===== src/rtl/scb_pkg.sv =====
package scb_pkg;
    localparam int NUM_INT  = 2;
    localparam int NUM_REGS = 8;
    localparam int OP_W     = 4;
    localparam int NUM_FU   = NUM_INT + 2;
    localparam int REG_W    = $clog2(NUM_REGS);
    localparam int FU_W     = $clog2(NUM_FU);
    localparam int MUL_IDX  = NUM_INT;
    localparam int DIV_IDX  = NUM_INT + 1;

    typedef enum logic [1:0] {
        K_INT = 2'd0,
        K_MUL = 2'd1,
        K_DIV = 2'd2,
        K_RSV = 2'd3
    } unit_kind_e;

    typedef enum logic [1:0] {
        PH_IDLE     = 2'd0,
        PH_WAIT_OPS = 2'd1,
        PH_EXEC     = 2'd2,
        PH_WB_READY = 2'd3
    } phase_e;

    // producer tag: pend set when a unit still has to deliver the value
    typedef struct packed {
        logic            pend;
        logic [FU_W-1:0] fu;
    } tag_t;

    typedef struct packed {
        phase_e           phase;
        logic [OP_W-1:0]  op;
        logic [REG_W-1:0] fi;
        logic [REG_W-1:0] fj;
        logic [REG_W-1:0] fk;
        tag_t             qj;
        tag_t             qk;
        logic             rj;
        logic             rk;
    } fu_entry_t;

    function automatic logic entry_busy(fu_entry_t e);
        return e.phase != PH_IDLE;
    endfunction

    // a producer writing back in this very cycle no longer counts as pending
    function automatic tag_t resolve_tag(tag_t t, logic [NUM_FU-1:0] wb);
        tag_t r;
        r = t;
        if (t.pend && wb[t.fu]) r = '0;
        return r;
    endfunction
endpackage


===== src/rtl/scb_alloc.sv =====
module scb_alloc
    import scb_pkg::*;
(
    input  unit_kind_e        kind,
    input  logic [NUM_FU-1:0] busy_vec,
    output logic [NUM_FU-1:0] gnt,
    output logic              found
);
    always_comb begin
        gnt   = '0;
        found = 1'b0;
        unique case (kind)
            K_INT: begin
                for (int i = 0; i < NUM_INT; i++) begin
                    if (!found && !busy_vec[i]) begin
                        gnt[i] = 1'b1;
                        found  = 1'b1;
                    end
                end
            end
            K_MUL: begin
                if (!busy_vec[MUL_IDX]) begin
                    gnt[MUL_IDX] = 1'b1;
                    found        = 1'b1;
                end
            end
            K_DIV: begin
                if (!busy_vec[DIV_IDX]) begin
                    gnt[DIV_IDX] = 1'b1;
                    found        = 1'b1;
                end
            end
            default: begin
                gnt   = '0;
                found = 1'b0;
            end
        endcase
    end
endmodule


===== src/rtl/scb_regstat.sv =====
module scb_regstat
    import scb_pkg::*;
(
    input  logic                         clk,
    input  logic                         rst,
    input  logic                         set_en,
    input  logic [REG_W-1:0]             set_dst,
    input  logic [FU_W-1:0]              set_fu,
    input  logic [NUM_FU-1:0]            wb_vec,
    input  logic [NUM_FU-1:0][REG_W-1:0] fu_dst,
    output tag_t                         tbl [NUM_REGS]
);
    tag_t tbl_nxt [NUM_REGS];

    always_comb begin
        for (int r = 0; r < NUM_REGS; r++) begin
            tbl_nxt[r] = tbl[r];
            for (int u = 0; u < NUM_FU; u++) begin
                if (wb_vec[u] && fu_dst[u] == REG_W'(r)) tbl_nxt[r] = '0;
            end
            if (set_en && set_dst == REG_W'(r)) begin
                tbl_nxt[r].pend = 1'b1;
                tbl_nxt[r].fu   = set_fu;
            end
        end
    end

    always_ff @(posedge clk) begin
        for (int r = 0; r < NUM_REGS; r++) begin
            if (rst) tbl[r] <= '0;
            else     tbl[r] <= tbl_nxt[r];
        end
    end
endmodule


===== src/rtl/scb_fu_entry.sv =====
module scb_fu_entry
    import scb_pkg::*;
(
    input  logic              clk,
    input  logic              rst,
    input  logic              alloc,
    input  logic [OP_W-1:0]   op,
    input  logic [REG_W-1:0]  dst,
    input  logic [REG_W-1:0]  src1,
    input  logic [REG_W-1:0]  src2,
    input  tag_t              qj_in,
    input  tag_t              qk_in,
    input  logic              done,
    input  logic [NUM_FU-1:0] wb_bus,
    input  logic              war_clear,
    output fu_entry_t         ent,
    output logic              rd_gnt,
    output logic              wb_gnt
);
    always_comb begin
        rd_gnt = (ent.phase == PH_WAIT_OPS) && ent.rj && ent.rk;
        wb_gnt = (ent.phase == PH_WB_READY) && war_clear;
    end

    always_ff @(posedge clk) begin
        if (rst) begin
            ent <= '0;
        end else begin
            unique case (ent.phase)
                PH_IDLE: begin
                    if (alloc) begin
                        ent.phase <= PH_WAIT_OPS;
                        ent.op    <= op;
                        ent.fi    <= dst;
                        ent.fj    <= src1;
                        ent.fk    <= src2;
                        ent.qj    <= qj_in;
                        ent.qk    <= qk_in;
                        ent.rj    <= !qj_in.pend;
                        ent.rk    <= !qk_in.pend;
                    end
                end
                PH_WAIT_OPS: begin
                    if (rd_gnt) begin
                        // operands consumed: later WAR checks must see them as read
                        ent.phase <= PH_EXEC;
                        ent.rj    <= 1'b0;
                        ent.rk    <= 1'b0;
                    end else begin
                        if (ent.qj.pend && wb_bus[ent.qj.fu]) begin
                            ent.qj <= '0;
                            ent.rj <= 1'b1;
                        end
                        if (ent.qk.pend && wb_bus[ent.qk.fu]) begin
                            ent.qk <= '0;
                            ent.rk <= 1'b1;
                        end
                    end
                end
                PH_EXEC: begin
                    if (done) ent.phase <= PH_WB_READY;
                end
                PH_WB_READY: begin
                    if (wb_gnt) ent.phase <= PH_IDLE;
                end
                default: ent.phase <= PH_IDLE;
            endcase
        end
    end

    // one read pulse, then the unit is executing
    p_read_once_r5: assert property (@(posedge clk) disable iff (rst)
        rd_gnt |=> (ent.phase == PH_EXEC) && !rd_gnt);

    // a source that is not ready always names a producer
    p_unready_has_tag_r5: assert property (@(posedge clk) disable iff (rst)
        (ent.phase == PH_WAIT_OPS && !ent.rj) |-> ent.qj.pend);

    // write-back frees the unit
    p_wb_frees_r8: assert property (@(posedge clk) disable iff (rst)
        wb_gnt |=> (ent.phase == PH_IDLE));
endmodule


===== src/rtl/scb_issue_ctrl.sv =====
module scb_issue_ctrl
    import scb_pkg::*;
(
    input  logic                   clk,
    input  logic                   rst,
    input  logic                   instr_valid,
    input  logic [1:0]             instr_kind,
    input  logic [OP_W-1:0]        instr_op,
    input  logic [REG_W-1:0]       instr_dst,
    input  logic [REG_W-1:0]       instr_src1,
    input  logic [REG_W-1:0]       instr_src2,
    input  logic [NUM_FU-1:0]      exec_done,
    output logic                   stall,
    output logic [NUM_FU-1:0]      issue_grant,
    output logic [NUM_FU-1:0]      read_grant,
    output logic [NUM_FU-1:0]      wb_grant,
    output logic [NUM_FU*OP_W-1:0] unit_op
);
    fu_entry_t                    ents [NUM_FU];
    tag_t                         rstat [NUM_REGS];
    logic [NUM_FU-1:0]            busy_vec;
    logic [NUM_FU-1:0]            alloc_gnt;
    logic                         alloc_found;
    logic [NUM_FU-1:0]            war_clear;
    logic [NUM_FU-1:0][REG_W-1:0] fu_dst;
    logic [FU_W-1:0]              issue_idx;
    tag_t                         qj_new;
    tag_t                         qk_new;
    logic                         accept;

    scb_alloc u_alloc (
        .kind     (unit_kind_e'(instr_kind)),
        .busy_vec (busy_vec),
        .gnt      (alloc_gnt),
        .found    (alloc_found)
    );

    always_comb begin
        stall       = instr_valid && (!alloc_found || rstat[instr_dst].pend);
        accept      = instr_valid && !stall;
        issue_grant = accept ? alloc_gnt : '0;
        issue_idx   = '0;
        for (int u = 0; u < NUM_FU; u++) begin
            if (alloc_gnt[u]) issue_idx = FU_W'(u);
        end
        qj_new = resolve_tag(rstat[instr_src1], wb_grant);
        qk_new = resolve_tag(rstat[instr_src2], wb_grant);
    end

    // WAR: hold a write while any other unit still has that register ready but unread
    always_comb begin
        for (int u = 0; u < NUM_FU; u++) begin
            war_clear[u] = 1'b1;
            for (int f = 0; f < NUM_FU; f++) begin
                if (f != u && entry_busy(ents[f]) &&
                    ((ents[f].fj == ents[u].fi && ents[f].rj) ||
                     (ents[f].fk == ents[u].fi && ents[f].rk)))
                    war_clear[u] = 1'b0;
            end
        end
    end

    scb_regstat u_regstat (
        .clk     (clk),
        .rst     (rst),
        .set_en  (accept),
        .set_dst (instr_dst),
        .set_fu  (issue_idx),
        .wb_vec  (wb_grant),
        .fu_dst  (fu_dst),
        .tbl     (rstat)
    );

    for (genvar u = 0; u < NUM_FU; u++) begin : g_fu
        scb_fu_entry u_entry (
            .clk       (clk),
            .rst       (rst),
            .alloc     (issue_grant[u]),
            .op        (instr_op),
            .dst       (instr_dst),
            .src1      (instr_src1),
            .src2      (instr_src2),
            .qj_in     (qj_new),
            .qk_in     (qk_new),
            .done      (exec_done[u]),
            .wb_bus    (wb_grant),
            .war_clear (war_clear[u]),
            .ent       (ents[u]),
            .rd_gnt    (read_grant[u]),
            .wb_gnt    (wb_grant[u])
        );

        always_comb begin
            busy_vec[u]                 = entry_busy(ents[u]);
            fu_dst[u]                   = ents[u].fi;
            unit_op[u*OP_W +: OP_W]     = ents[u].op;
        end

        // a unit that is still in flight is never handed a new instruction
        p_no_grant_busy_r3: assert property (@(posedge clk) disable iff (rst)
            busy_vec[u] |-> !issue_grant[u]);

        // no two in-flight units ever target the same register
        for (genvar w = u + 1; w < NUM_FU; w++) begin : g_pair
            p_no_waw_r4: assert property (@(posedge clk) disable iff (rst)
                !(busy_vec[u] && busy_vec[w] && fu_dst[u] == fu_dst[w]));
        end
    end

    // at most one unit receives the presented instruction
    p_issue_onehot_r2: assert property (@(posedge clk) disable iff (rst)
        $onehot0(issue_grant));

    // an accepted destination is marked pending in the next cycle
    p_dst_marked_r4: assert property (@(posedge clk) disable iff (rst)
        accept |=> rstat[$past(instr_dst)].pend);
endmodule


===== config.mk =====
export PLATFORM = sky130hd
export DESIGN_NAME = scb_issue_ctrl
export DESIGN_NICKNAME = d
export VERILOG_FILES = /design/src/rtl/scb_pkg.sv /design/src/rtl/scb_alloc.sv /design/src/rtl/scb_regstat.sv /design/src/rtl/scb_fu_entry.sv /design/src/rtl/scb_issue_ctrl.sv
export SDC_FILE = /design/constraint.sdc
export NUM_CORES = 1
export LEC_CHECK = 0
export ABC_CLOCK_PERIOD_IN_PS = 3700
export BUFFER_PORTS_ARGS = -buffer_cell sky130_fd_sc_hd__buf_2
export CORE_MARGIN = 8
export CORE_UTILIZATION = 61
export CTS_CLUSTER_SIZE = 28
export DETAILED_ROUTE_END_ITERATION = 10
export PLACE_DENSITY_LB_ADDON = 0.2
export SYNTH_ARGS = -nofsm -noshare
export SYNTH_HDL_FRONTEND = slang
export SYNTH_SLANG_ARGS = --single-unit

===== constraint.sdc =====
create_clock -name clk -period 3.7 [get_ports clk]
set_input_delay 0.74 -clock clk [delete_from_list [all_inputs] [get_ports clk]]
set_output_delay 0.74 -clock clk [all_outputs]
set_load 0.05 [all_outputs]

==> results of run 1 <==
[registers in the layout, summed over array words and instances (netlist names)]
| register | cells |
|---|---|
| u_regstat.tbl | 24 |
| g_fu.u_entry.ent | 92 |
[stage by stage]
| step | setup slack (ns) | util, % |
|---|---|---|
| 2_1_floorplan | 0.536 | - |
| 3_3_place_gp | 0.430 | 62.8 |
| 3_5_place_dp | 0.375 | 62.8 |
| 4_1_cts | 0.254 | 68.0 |
| 5_1_grt | 0.116 | 68.0 |
| 6_report | 0.227 | 68.0 |
[cell usage after synthesis, drive strengths merged (3+ instances only)]
cell and instances:
a211oi 4, a21o 13, a21oi 45, a22o 16, a31oi 4, and2 4
buf 53, clkbuf 20, dfxtp 116, ha 17, inv 43, mux2 3
mux2i 46, mux4 21, nand2 101, nand2b 12, nand3 14, nand4 25
nor2 69, nor2b 5, nor3 14, nor4 10, o21a 6, o21ai 28
o21bai 3, o22ai 9, o32ai 14, or3 7, xnor2 54, xor2 18
[power groups by stage]
stage / registers [mW] / clock network [mW] / logic (mW)
floorplan: 1.39 / 0 / 0.655
global placement: 1.43 / 0 / 0.815
detailed placement: 1.44 / 0 / 0.838
CTS: 1.41 / 1.71 / 0.845
global route: 1.42 / 1.77 / 0.926
finish: 1.41 / 1.70 / 0.857
[tightest hold or removal path, cell delays in order (launching register included)]
cell	delay, ns
dfxtp_1	0.31
nand2_1	0.05
a21oi_1	0.05
[final cells by class]
cell class | count | share of cell area [%]
clock buffers | 21 | 5.71
clock inverters | 11 | 1.88
inverters | 45 | 2.13
multi-input cells | 604 | 53.9
flip-flops and latches | 116 | 28.8
well taps | 147 | 2.28
repair buffers | 73 | 5.25
[layout by cell type, fill, tap and decap left out, drive strengths merged, types with 25 or more instances in the layout]
master,instances
inv,44
nand4,25
xnor2,54
a21oi,45
nor2,69
o21ai,28
nand2,101
buf,73
mux2i,46
dfxtp,116
[layer usage]
| metal | up-vias | routed length (um) | track usage (%) |
|---|---|---|---|
| met4 | 0 | 1140 | 17.8 |
| met2 | 286 | 10600 | 47.1 |
| met5 | - | 0 | 0 |
| met1 | 3158 | 8400 | 30.5 |
| li1 | 2999 | - | - |
| met3 | 74 | 1570 | 6.93 |
[worst paths after layout]
| kind | cells past startpoint | startpoint | endpoint | slack (ns) |
|---|---|---|---|---|
| hold / removal | 2 | g_fu[3].u_entry.ent[18] | g_fu[3].u_entry.ent[18] | 0.46 |
| setup / recovery | 6 | g_fu[2].u_entry.ent[16] | wb_grant[2] | 0.23 |
| setup reg to reg | 9 | g_fu[2].u_entry.ent[16] | u_regstat.tbl[16] | 0.57 |
| hold reg to reg | 2 | g_fu[3].u_entry.ent[18] | g_fu[3].u_entry.ent[18] | 0.46 |
[cell families (layout without fill, tap and decap cells)]
logic type	Yosys count	in the layout	share of synthesized area (%)
flops	116	116	31.8
xor+xnor	72	72	8.64
buf+inv	118	150	8.57
fa+ha+maj	17	17	2.92
compound gates	171	171	16.2
mux	70	70	13.4
simple gates	274	274	18.5
==> results.md, run 1 <==
* P&R area growth vs syn at 10.5%
* First-pass GRT wire length at ~34 mm
* Seq/Total Area, Yosys at between 30% and 40%
* Mapped cell area at around 7300 um^2
* Switch share at between 30% and 40%
* Area of the multi-input gates at between 4000 and 5000 um^2
* Leakage at 3.19 nW
* Register Area at 2320 um^2
* Via density per instance at 6.41
* DRT antenna net count at 0
* Pin count of the biggest net entering global routing at 57
* Area of placed instances at 7450 um^2
* Iter 0 DRT Violations at roughly 550
* Vias at 6517
* Root Buffer: clkbuf_16
* Clk network pwr share at 42.8%
* Pwr Density at approximately 500 nW/um^2
* Antenna cells at 0
* WP buf/inv at 2
* Worst endpoint required time at approximately 3 ns
* Relative slew slack at 49.6%
* Post-synth top area cell: dfxtp_1
* Final Power at 3.97 mW
* Clock sink total at between 100 and 150
* Setup TNS at 0 ns
* Part of the power in registers at a little over a third
* Ys async rst share at 0%
* Endpoint class of the critical path: output pin
* CTS max path bufs at 2
* Crit-path max FO at 13
* Setup Skew at 0.00744 ns
* Drt first pass iters at 8
* Fin nets at roughly 900
* Min-Delay Path Class: flop to flop
* Placer Congestion at ~0.97
* CP startpoint kind: flop
* Core Region at roughly 12000 um^2
* Number of synthesized flops with an enable pin at 0
* Initial antenna violation count at 0
* # H-tree levels at 4
* Final Hold Vio Count at 0
* Site Rows at 40
* Status: finished clean
* Worst EP arrival at approximately 2.7 ns
* Final min period at approximately 3.5 ns
* Total grt overflow at 0
* Setup bufs post-CTS at 0
* Total GRT Usage at between 20% and 30%
* Worst skew pair latency at between 0.4 and 0.5 ns
* Top post-synthesis cells by area: dfxtp_1 (32%), xnor2_1 (6.5%), mux2i_1 (6.3%)
* Number of max-cap violations at 0
* Post-Layout Cell Count at just over 1k
* Final setup viols at 0
* Post-DP HPWL at 15.9 mm
* Chip width at 125 um
* Flops & latches, synth at 116
* # DRC at 0
* Cell variety after synth at 74
* Max VDD drop at 0.398 mV
* Post-cts sizing count at 0
* Mapped Cells at ~840
* Synthesized area per cell at 8.71 um^2
* Die Ht at roughly 130 um
* Placed cell count at between 900 and 1k
* CP max stage cell: dfxtp_1
* WS Path Type: flop to output pin
* Internal at 2.73 mW
* CTS Hold Bufs at 0
* IO Pins at 51
* Crit share post-route at around 94%
* Most used DFF post-synth: dfxtp_1
* Synth Net Count at 877
* Worst-path cell chain: xor2_1 > nor4_1 > o21ai_2 > nand4_4 > inv_2 > buf_2
* Fmax at between 200 and 300 MHz
* Logic pwr share at a little over a fifth
* Hold_ws at 0.457 ns
* Synth top area share at about a third
* CTS tree: yes
* Vias in the first global route at 6427
* Slew @ Worst Pin at approximately 0.75 ns
* Drt wl/cell at approximately 21 um
* RSZ-0062 raised after global routing: no
* Fill count at between 900 and 1k
* Num CTS Buffers at 17
* PortBufs at 50
* Clock slew at reported path FFs at approximately 0.06 ns
* Share of cells above drive strength 1 at 16.3%
* Max Slew Vio Count at 0
* Initial core utilization at 61.5%
* Yosys warns at 0
* Delay-heaviest family, CP: flip-flops
* Net Sw Power at between 1 and 1.5 mW
* Layout Cell Area excl Fill at ~8100 um^2
* DIE AREA at around 16000 um^2
* Slowest stage delay, CP at approximately 0.8 ns
* Total Wirelength at between 20 and 25 mm
(Power assumes the default switching activity.)
==> run 2, diff against run 1 <==
MAX_ROUTING_LAYER = met4   (was default)
==> run 2 against run 1 <==
  * Sequential power about the same
  * Clock-buffer cell count did not move
  * Critical path type unchanged
  * Cell area rose by 0.42%
  * Cell count unchanged
  * First-iteration DRC count increased by 22%
  * Sequential share of layout area is 0.12 points lower
  * Combinational power rose by 0.6%
  * Hold slack worse by 0.0055 ns
  * Via count is 0.12% higher
==> results.md, run 2 (synthesized netlist as in run 1, its figures left out) <==
* Status: finished clean
* Setup Skew at 0.00704 ns (-0.000396 ns)
* Iter 0 DRT Violations at 675 (+22%)
* Crit share post-route at 92.6% (-1.2 points)
* Placed cell count at 985 (unchanged)
* Worst endpoint required time at 2.96 ns (about the same)
* Pwr Density at 503 nW/um^2 (+2.1%)
* Pin count of the biggest net entering global routing at 36 (-37%)
* Fmax at 292 MHz (+1.3%)
* Core Region at 11900 um^2 (unchanged)
* Root Buffer: clkbuf_16
* Setup bufs post-CTS at 0 (unchanged)
* Post-DP HPWL at 16.1 mm (+1.1%)
* CP startpoint kind: flop
* Via density per instance at 6.42 (+0.12%)
* Drt wl/cell at 21.8 um (+2.1%)
* Number of max-cap violations at 0 (unchanged)
* FF-to-FF Start: g_fu[2].u_entry.ent[16]
* DRT antenna net count at 0 (unchanged)
* CTS Hold Bufs at 0 (unchanged)
* # H-tree levels at 4 (unchanged)
* Endpoint class of the critical path: output pin
* Share of cells above drive strength 1 at 16.4% (+0.11 points)
* CTS tree: yes
* Total Wirelength at 22.2 mm (+2.1%)
* Min-Delay Path Class: flop to flop
* CTS max path bufs at 2 (unchanged)
* Site Rows at 40 (unchanged)
* Commonest cells after routing, fill and taps aside: dfxtp_1 (116), nand2_1 (100), nor2_1 (69)
* PortBufs at 50 (unchanged)
* Vias at 6525 (+0.12%)
* Relative slew slack at 49.1% (-0.47 points)
* Die Ht at 125 um (unchanged)
* Initial core utilization at 61.5% (unchanged)
* Crit-path max FO at 13 (unchanged)
* Leakage at 3.21 nW (+0.76%)
* Initial antenna violation count at 0 (unchanged)
* P&R area growth vs syn at 10.9%
* Vias in the first global route at 6423 (-0.062%)
* RSZ-0062 raised after global routing: no
* Num CTS Buffers at 17 (unchanged)
* Post-cts sizing count at 0 (unchanged)
* Final Hold Vio Count at 0 (unchanged)
* IO Pins at 51 (unchanged)
* Biggest regs: g_fu.u_entry.ent: 92 flops, u_regstat.tbl: 24 flops
* Largest register FFs at 92 (unchanged)
* Antenna cells at 0 (unchanged)
* Max VDD drop at 0.415 mV (+4.1%)
* Setup TNS at 0 ns (unchanged)
* # DRC at 0 (unchanged)
* Worst EP arrival at 2.69 ns (-0.04 ns)
* Drt first pass iters at 7 (-1)
* Placer Congestion at 0.935 (-3.4%)
* Final setup viols at 0 (unchanged)
* HP Start: g_fu[0].u_entry.ent[17]
* Most common cell after layout, fill and taps aside: dfxtp_1
* Clock slew at reported path FFs at 0.06 ns (about the same)
* Most flops, register: g_fu.u_entry.ent
* Max Slew Vio Count at 0 (unchanged)
* Total grt overflow at 0 (unchanged)
* Slew @ Worst Pin at 0.762 ns (+0.00710 ns)
* Fin nets at 896 (unchanged)
* WS Path Type: flop to output pin
* First-pass GRT wire length at 34.8 mm (+2.2%)
* Total GRT Usage at 29.0% (+1.3 points)
* Post-Layout Cell Count at 1017 (unchanged)
* Register Area at 2320 um^2 (unchanged)
* Origin of the worst setup path: g_fu[2].u_entry.ent[16]
* Worst skew pair latency at 0.42 ns (about the same)
* Fill count at 959 (+2.2%)
* DIE AREA at 15700 um^2 (unchanged)
* Final min period at 3.43 ns (-0.0450 ns)
* Chip width at 125 um (unchanged)
* Clock sink total at 116 (unchanged)
* Area of the multi-input gates at 4350 um^2 (unchanged)
==> run 2: path summary, 6_finish.rpt <==
kind                        endpoint  slack [ns]  cells after the start
min          g_fu[0].u_entry.ent[17]        0.45                      2
min reg2reg  g_fu[0].u_entry.ent[17]        0.45                      2
max                      wb_grant[2]        0.27                      6
max reg2reg        u_regstat.tbl[16]        0.54                      9
==> run 2: stage by stage <==
step	setup slack (ns)	instance area [um^2]	hold WS [ns]	utilization [%]	total power, mW
final	0.272	8090	0.451	68.2	4.07
after floorplan	0.536	7300	0.437	-	2.05
after CTS	0.290	8090	0.455	68.2	4.06
after global placement	0.418	7450	0.442	62.8	2.24
after detailed placement	0.370	7450	0.447	62.8	2.28
after global routing	0.0983	8090	0.477	68.2	4.21
==> run 2: area by class of cell <==
cell class / instances / share of cell area [%]
Multi-Input combinational cell: 604 / 53.7
Timing Repair Buffer: 73 / 5.22
Tap cell: 147 / 2.27
Inverter: 45 / 2.12
Clock buffer: 21 / 5.81
Clock inverter: 11 / 2.16
Sequential cell: 116 / 28.7
==> run 2: critical path, stage by stage, from the launching register on <==
cell and delay (ns):
dfxtp_1 0.80, xor2_1 0.21, nor4_1 0.09, o21ai_2 0.30
nand4_4 0.28, inv_2 0.26, buf_2 0.31
==> run 2: power by group <==
part | total (mW) | internal [mW] | switching [mW]
Combinational | 0.862 | 0.313 | 0.550
Clock | 1.79 | 1.18 | 0.608
Sequential | 1.42 | 1.32 | 0.0997
Total | 4.07 | 2.81 | 1.26
==> run 2: layer usage <==
metal | global-route usage [%] | up-vias | part of all wire (%) | wire (um)
li1 | - | 2987 | - | -
met1 | 31.7 | 3170 | 40 | 8800
met2 | 47.8 | 297 | 49 | 10800
met3 | 7.18 | 71 | 7.2 | 1600
met4 | 16.0 | 0 | 4.4 | 975
met5 | - | - | 0 | 0
